$ cat config.mk
export PLATFORM = sky130hd
export DESIGN_NAME = ext_irq_detect
export DESIGN_NICKNAME = d
export VERILOG_FILES = /design/src/rtl/extirq_pkg.sv /design/src/rtl/irq_sync.sv /design/src/rtl/irq_chan.sv /design/src/rtl/ext_irq_detect.sv
export SDC_FILE = /design/constraint.sdc
export NUM_CORES = 1
export LEC_CHECK = 0
export BUFFER_PORTS_ARGS = -buffer_cell sky130_fd_sc_hd__buf_4
export CAP_MARGIN = 20
export CORE_AREA = 2 2 39 41
export DETAILED_ROUTE_END_ITERATION = 12
export DIE_AREA = 0 0 41 43
export HOLD_SLACK_MARGIN = 0.03
export PLACE_DENSITY = 0.81
export SYNTH_ARGS = -nofsm -noshare
export SYNTH_HDL_FRONTEND = slang
export SYNTH_SLANG_ARGS = --single-unit
$ cat constraint.sdc
create_clock -name clk -period 1.4 [get_ports clk]
set_input_delay 0.21 -clock clk [delete_from_list [all_inputs] [get_ports clk]]
set_output_delay 0.21 -clock clk [all_outputs]
set_load 0.01 [all_outputs]
$ cat src/rtl/extirq_pkg.sv
package extirq_pkg;
  localparam int unsigned NUM_CH      = 2;
  localparam int unsigned BITS_PER_CH = 2;
  localparam int unsigned CTRL_W      = NUM_CH * BITS_PER_CH;
  localparam int unsigned VEC_W       = 16;
  localparam int unsigned VEC_BASE    = 3;
  localparam int unsigned VEC_STEP    = 16;

  typedef enum logic {TRIG_LEVEL = 1'b0, TRIG_FALL = 1'b1} trig_e;

  // vector address owned by channel ch
  function automatic logic [VEC_W-1:0] chan_vector(input int unsigned ch);
    return VEC_W'(VEC_BASE + VEC_STEP * ch);
  endfunction

  // high-to-low transition between two synchronised samples
  function automatic logic fall_seen(input logic older, input logic newer);
    return older & ~newer;
  endfunction
endpackage

$ cat src/rtl/irq_sync.sv
module irq_sync #(
  parameter int unsigned STAGES = 2
) (
  input  logic clk,
  input  logic rst_n,
  input  logic d,
  output logic q
);
  logic [STAGES-1:0] shreg;

  generate
    if (STAGES == 1) begin : g_one
      always_ff @(posedge clk or negedge rst_n)
        if (!rst_n) shreg <= '1;
        else        shreg <= d;
    end else begin : g_many
      always_ff @(posedge clk or negedge rst_n)
        if (!rst_n) shreg <= '1;
        else        shreg <= {shreg[STAGES-2:0], d};
    end
  endgenerate

  assign q = shreg[STAGES-1];
endmodule

$ cat src/rtl/irq_chan.sv
module irq_chan
  import extirq_pkg::*;
#(
  parameter logic [VEC_W-1:0] VEC = 16'h0003
) (
  input  logic             clk,
  input  logic             rst_n,
  input  logic             lvl,
  input  logic             wr_en,
  input  logic             wr_type,
  input  logic             wr_flag,
  input  logic             ack_valid,
  input  logic [VEC_W-1:0] ack_addr,
  output trig_e            trig_o,
  output logic             flag_o
);
  logic  prev_lvl;
  trig_e trig_q;
  logic  flag_q;
  logic  fall_evt;
  logic  ack_hit;
  logic  edge_mode;

  assign fall_evt  = fall_seen(prev_lvl, lvl);
  assign ack_hit   = ack_valid && (ack_addr == VEC);
  assign edge_mode = (trig_q == TRIG_FALL);

  always_ff @(posedge clk or negedge rst_n)
    if (!rst_n) prev_lvl <= 1'b1;
    else        prev_lvl <= lvl;

  always_ff @(posedge clk or negedge rst_n)
    if (!rst_n)     trig_q <= TRIG_LEVEL;
    else if (wr_en) trig_q <= trig_e'(wr_type);

  always_ff @(posedge clk or negedge rst_n) begin
    if (!rst_n)          flag_q <= 1'b0;
    else if (wr_en)      flag_q <= wr_flag;
    else if (edge_mode) begin
      if (fall_evt)      flag_q <= 1'b1;
      else if (ack_hit)  flag_q <= 1'b0;
    end else             flag_q <= ~lvl;
  end

  assign trig_o = trig_q;
  assign flag_o = flag_q;

  // matching acknowledge clears an edge flag
  a_r4_ack_clears: assert property (@(posedge clk) disable iff (!rst_n)
    (edge_mode && !wr_en && ack_hit && !fall_evt) |=> !flag_q);
  // no event, no change in edge mode
  a_r5_hold: assert property (@(posedge clk) disable iff (!rst_n)
    (edge_mode && !wr_en && !ack_hit && !fall_evt) |=> $stable(flag_q));
  // detected edge beats acknowledge
  a_r6_edge_wins: assert property (@(posedge clk) disable iff (!rst_n)
    (edge_mode && !wr_en && fall_evt) |=> flag_q);
  // level mode follows the inverted synchronised pin
  a_r7_level_follow: assert property (@(posedge clk) disable iff (!rst_n)
    (!edge_mode && !wr_en) |=> (flag_q == !$past(lvl)));
  // software write wins
  a_r8_write_wins: assert property (@(posedge clk) disable iff (!rst_n)
    wr_en |=> (flag_q == $past(wr_flag)) && (trig_q == trig_e'($past(wr_type))));
endmodule

$ cat src/rtl/ext_irq_detect.sv
module ext_irq_detect
  import extirq_pkg::*;
#(
  parameter int unsigned SYNC_STAGES = 2
) (
  input  logic              clk,
  input  logic              rst_n,
  input  logic [NUM_CH-1:0] irq_pin_n,
  input  logic              wr_en,
  input  logic [CTRL_W-1:0] wr_data,
  output logic [CTRL_W-1:0] rd_data,
  input  logic              ack_valid,
  input  logic [VEC_W-1:0]  ack_addr,
  output logic [NUM_CH-1:0] irq_req
);
  logic  [NUM_CH-1:0] lvl_sync;
  trig_e              trig [NUM_CH];
  logic  [NUM_CH-1:0] flag;

  for (genvar ch = 0; ch < NUM_CH; ch++) begin : g_ch
    irq_sync #(.STAGES(SYNC_STAGES)) u_sync (
      .clk   (clk),
      .rst_n (rst_n),
      .d     (irq_pin_n[ch]),
      .q     (lvl_sync[ch])
    );

    irq_chan #(.VEC(chan_vector(ch))) u_chan (
      .clk       (clk),
      .rst_n     (rst_n),
      .lvl       (lvl_sync[ch]),
      .wr_en     (wr_en),
      .wr_type   (wr_data[BITS_PER_CH*ch]),
      .wr_flag   (wr_data[BITS_PER_CH*ch+1]),
      .ack_valid (ack_valid),
      .ack_addr  (ack_addr),
      .trig_o    (trig[ch]),
      .flag_o    (flag[ch])
    );

    assign rd_data[BITS_PER_CH*ch]   = trig[ch];
    assign rd_data[BITS_PER_CH*ch+1] = flag[ch];
  end

  assign irq_req = flag;

  // flags stay low while pins idle high after reset in level mode
  a_r1_quiet: assert property (@(posedge clk) disable iff (!rst_n)
    (!wr_en && $stable(irq_req) && (irq_req == '0) && (lvl_sync == '1))
      |=> (irq_req == '0) || $past(wr_en) || ($past(lvl_sync) != '1));
endmodule

==> impl_metrics.toml <==
[status]
outcome = "finished, final reports clean"

[clock_network]
h-tree-depth = 1
clk_latency_ns = 0.25
cts_root_buf = "clkbuf_4"
cts.clk_slew.worst_paths_ns = 0.06
cts_buffers = 3
clock_tree.buffer_depth = 2
cts.sinks = 10
post_cts_resized = 0
tritoncts = "built"

[yosys]
synthCells = 39
synth_adder_area_share_pct = 0
ys_seq_area_share_pct = 53.5
yosys.area_share.simple_pct = 18.4
avgSynthCellArea_um2 = 12.4
synth-compound-area-share_pct = 9.35
syn_area_um2 = 482
synth_top_family_by_area = "simple AND/OR/NAND/NOR gates"
synthMuxAreaShare_pct = 7.01
synth_cell_types = 18
syn_nets = 65
yosysWarnings = 0
synthXorXnorAreaFrac_pct = 0
ys_seq_elements = 10

[layout]
antenna_cells = 0
fin_nets = 97
drive_above_1_share_pct = 68.6
instances_no_fill = 86
final_cell_area_um2 = 746
final_common_cell = "buf_4"
mostFrequentLayoutCells = "buf_4, dfstp_2, dfrtp_1"
fillCellCount = 131
synthToLayoutAreaGrowth_pct = 54.8

[timing]
fin_skew_ns = 0.00255
finalCritPeriodShare_pct = 89.8
worst_pin_slew_ns = 0.224
fmaxAchievable_ghz = 0.795
setup_viol = 0
hold_viol_final = 0
relSlewSlack_pct = 84.9
period_minus_slack_ns = 1.26
rsz0062_at_grt = "no"
slew_violations = 0

[setup_path]
crit_slowest_cell = "dfstp_2"
path_cells = "a21oi_1 -> mux2_2 -> mux2_1"
crit_fanout = 3
worst_setup_path_start_kind = "flop"
path_depth = 3
endpoint_kind = "flop"
crit_required_ns = 1.54
max_stage_delay_ns = 0.55
cp.arrival_ns = 1.40
crit_buf_inv = 0
path_delay_family = "flip-flops"
crit_type = "reg -> reg"
r2r_cells = 3

[placed_design]
post-dp-hpwl_um = 852
io_buffers = 31
placed_area_um2 = 689
finalWeightedCongestion = 0.651
dp.cells = 80

[drt]
drt_iter0_markers = 2
wl_per_cell_um = 11.6
viasPerCell = 4.76
remaining_drc_errors = 0
totalWireLength_um = 998
first_pass_iters = 4
routed-via-count = 409
ant_nets = 0

[floorplanning]
die_y_um = 43
rows = 14
core_um2 = 1380
fp.dieW_um = 41
dieArea_um2 = 1760
start_util_pct = 34.8
ioPinCount = 32

[grt]
antenna_found_initial = 0
grt_pass1_wl_um = 1410
grt_max_degree = 11
track_usage_pct = 12.6
grt_overflow_total = 0
grt_pass1_vias = 403

[power]
ir_worst_vdd_uv = 557
power_mw = 0.718
power_density_nw_per_um2 = 963
leakage_nw = 0.358

[min_path]
min_path_cells = 1
hold_path.class = "in -> reg"

[flow_run]
drv_cap = 0
==> registers in the layout, summed over array words and instances, names as in the netlist <==
name	cells
g_ch.u_chan.prev_lvl	2
g_ch.u_chan.flag_o	2
g_ch.u_sync.shreg	4
g_ch.u_chan.trig_o	2
==> final cells by class <==
type | count | area, um^2 | share of cell area, %
well taps | 16 | 20.0 | 2.68
multi-input cells | 20 | 168 | 22.5
repair buffers | 33 | 253 | 33.9
inverters | 3 | 11.3 | 1.51
clock buffers | 4 | 36.3 | 4.87
flip-flops and latches | 10 | 258 | 34.6
==> cell usage after synthesis, drive strengths merged <==
library cell	number	share of area (%)
inv	3	2.3
mux2	3	7.0
dfrtp	4	21
a21o	1	1.6
o221ai	1	3.1
nand2	3	2.3
o31ai	1	1.6
dfstp	6	33
and4bb	1	2.6
nor2b	2	2.6
o21ai	1	1.0
nand4	1	1.3
buf	6	9.3
nand2b	1	1.3
nor4b	1	3.1
a21oi	2	2.1
nor4	2	5.2
==> final timing paths <==
path | startpoint | endpoint | slack (ns)
setup reg to reg | g_ch[1].u_sync.shreg[1]$_DFF_PN1_ | g_ch[1].u_chan.flag_o$_DFFE_PN0P_ | 0.14
setup / recovery | g_ch[1].u_sync.shreg[1]$_DFF_PN1_ | g_ch[1].u_chan.flag_o$_DFFE_PN0P_ | 0.14
max in group asynchronous | rst_n | g_ch[1].u_chan.prev_lvl$_DFF_PN1_ | 0.87
min in group asynchronous | rst_n | g_ch[0].u_chan.trig_o$_DFFE_PN0P_ | 0.31
hold / removal | irq_pin_n[1] | g_ch[1].u_sync.shreg[0]$_DFF_PN1_ | 0.06
hold reg to reg | g_ch[1].u_sync.shreg[0]$_DFF_PN1_ | g_ch[1].u_sync.shreg[1]$_DFF_PN1_ | 0.36
==> metal layers <==
metal	wire length [um]	GRT usage, %	vias to the layer above
li1	-	-	193
met1	289	10.1	188
met2	532	22.5	26
met3	166	3.66	2
met4	10	10.0	0
met5	0	0	-
==> metrics by stage <==
step           hold WS, ns  setup TNS, ns  utilization (%)  worst slack, ns
6_report            0.0584              0             53.9            0.142
5_1_grt             0.0313              0             53.9           0.0920
4_1_cts             0.0430              0             53.2            0.133
3_5_place_dp        0.0441        -0.0720             49.8          -0.0512
3_3_place_gp        0.0404        -0.0119             49.8         -0.00926
2_1_floorplan      -0.0856              0                -            0.178
==> power by group <==
group	internal [mW]	leakage [nW]	switching [mW]
Clock	0.158	0.0210	0.0907
Sequential	0.317	0.112	0.0140
Combinational	0.0904	0.226	0.0483
==> what timing repair did <==
item / in CTS / in global routing
endpoints found under the hold margin: 10 / 1
hold buffers: 1 / 1
buffers inserted: 0 / 0
==> logic make-up after synthesis <==
group | after synthesis
compound gates | 6
buf+inv | 9
flops | 10
mux | 3
simple gates | 11
Note: power is estimated with default switching activity, not from simulation.
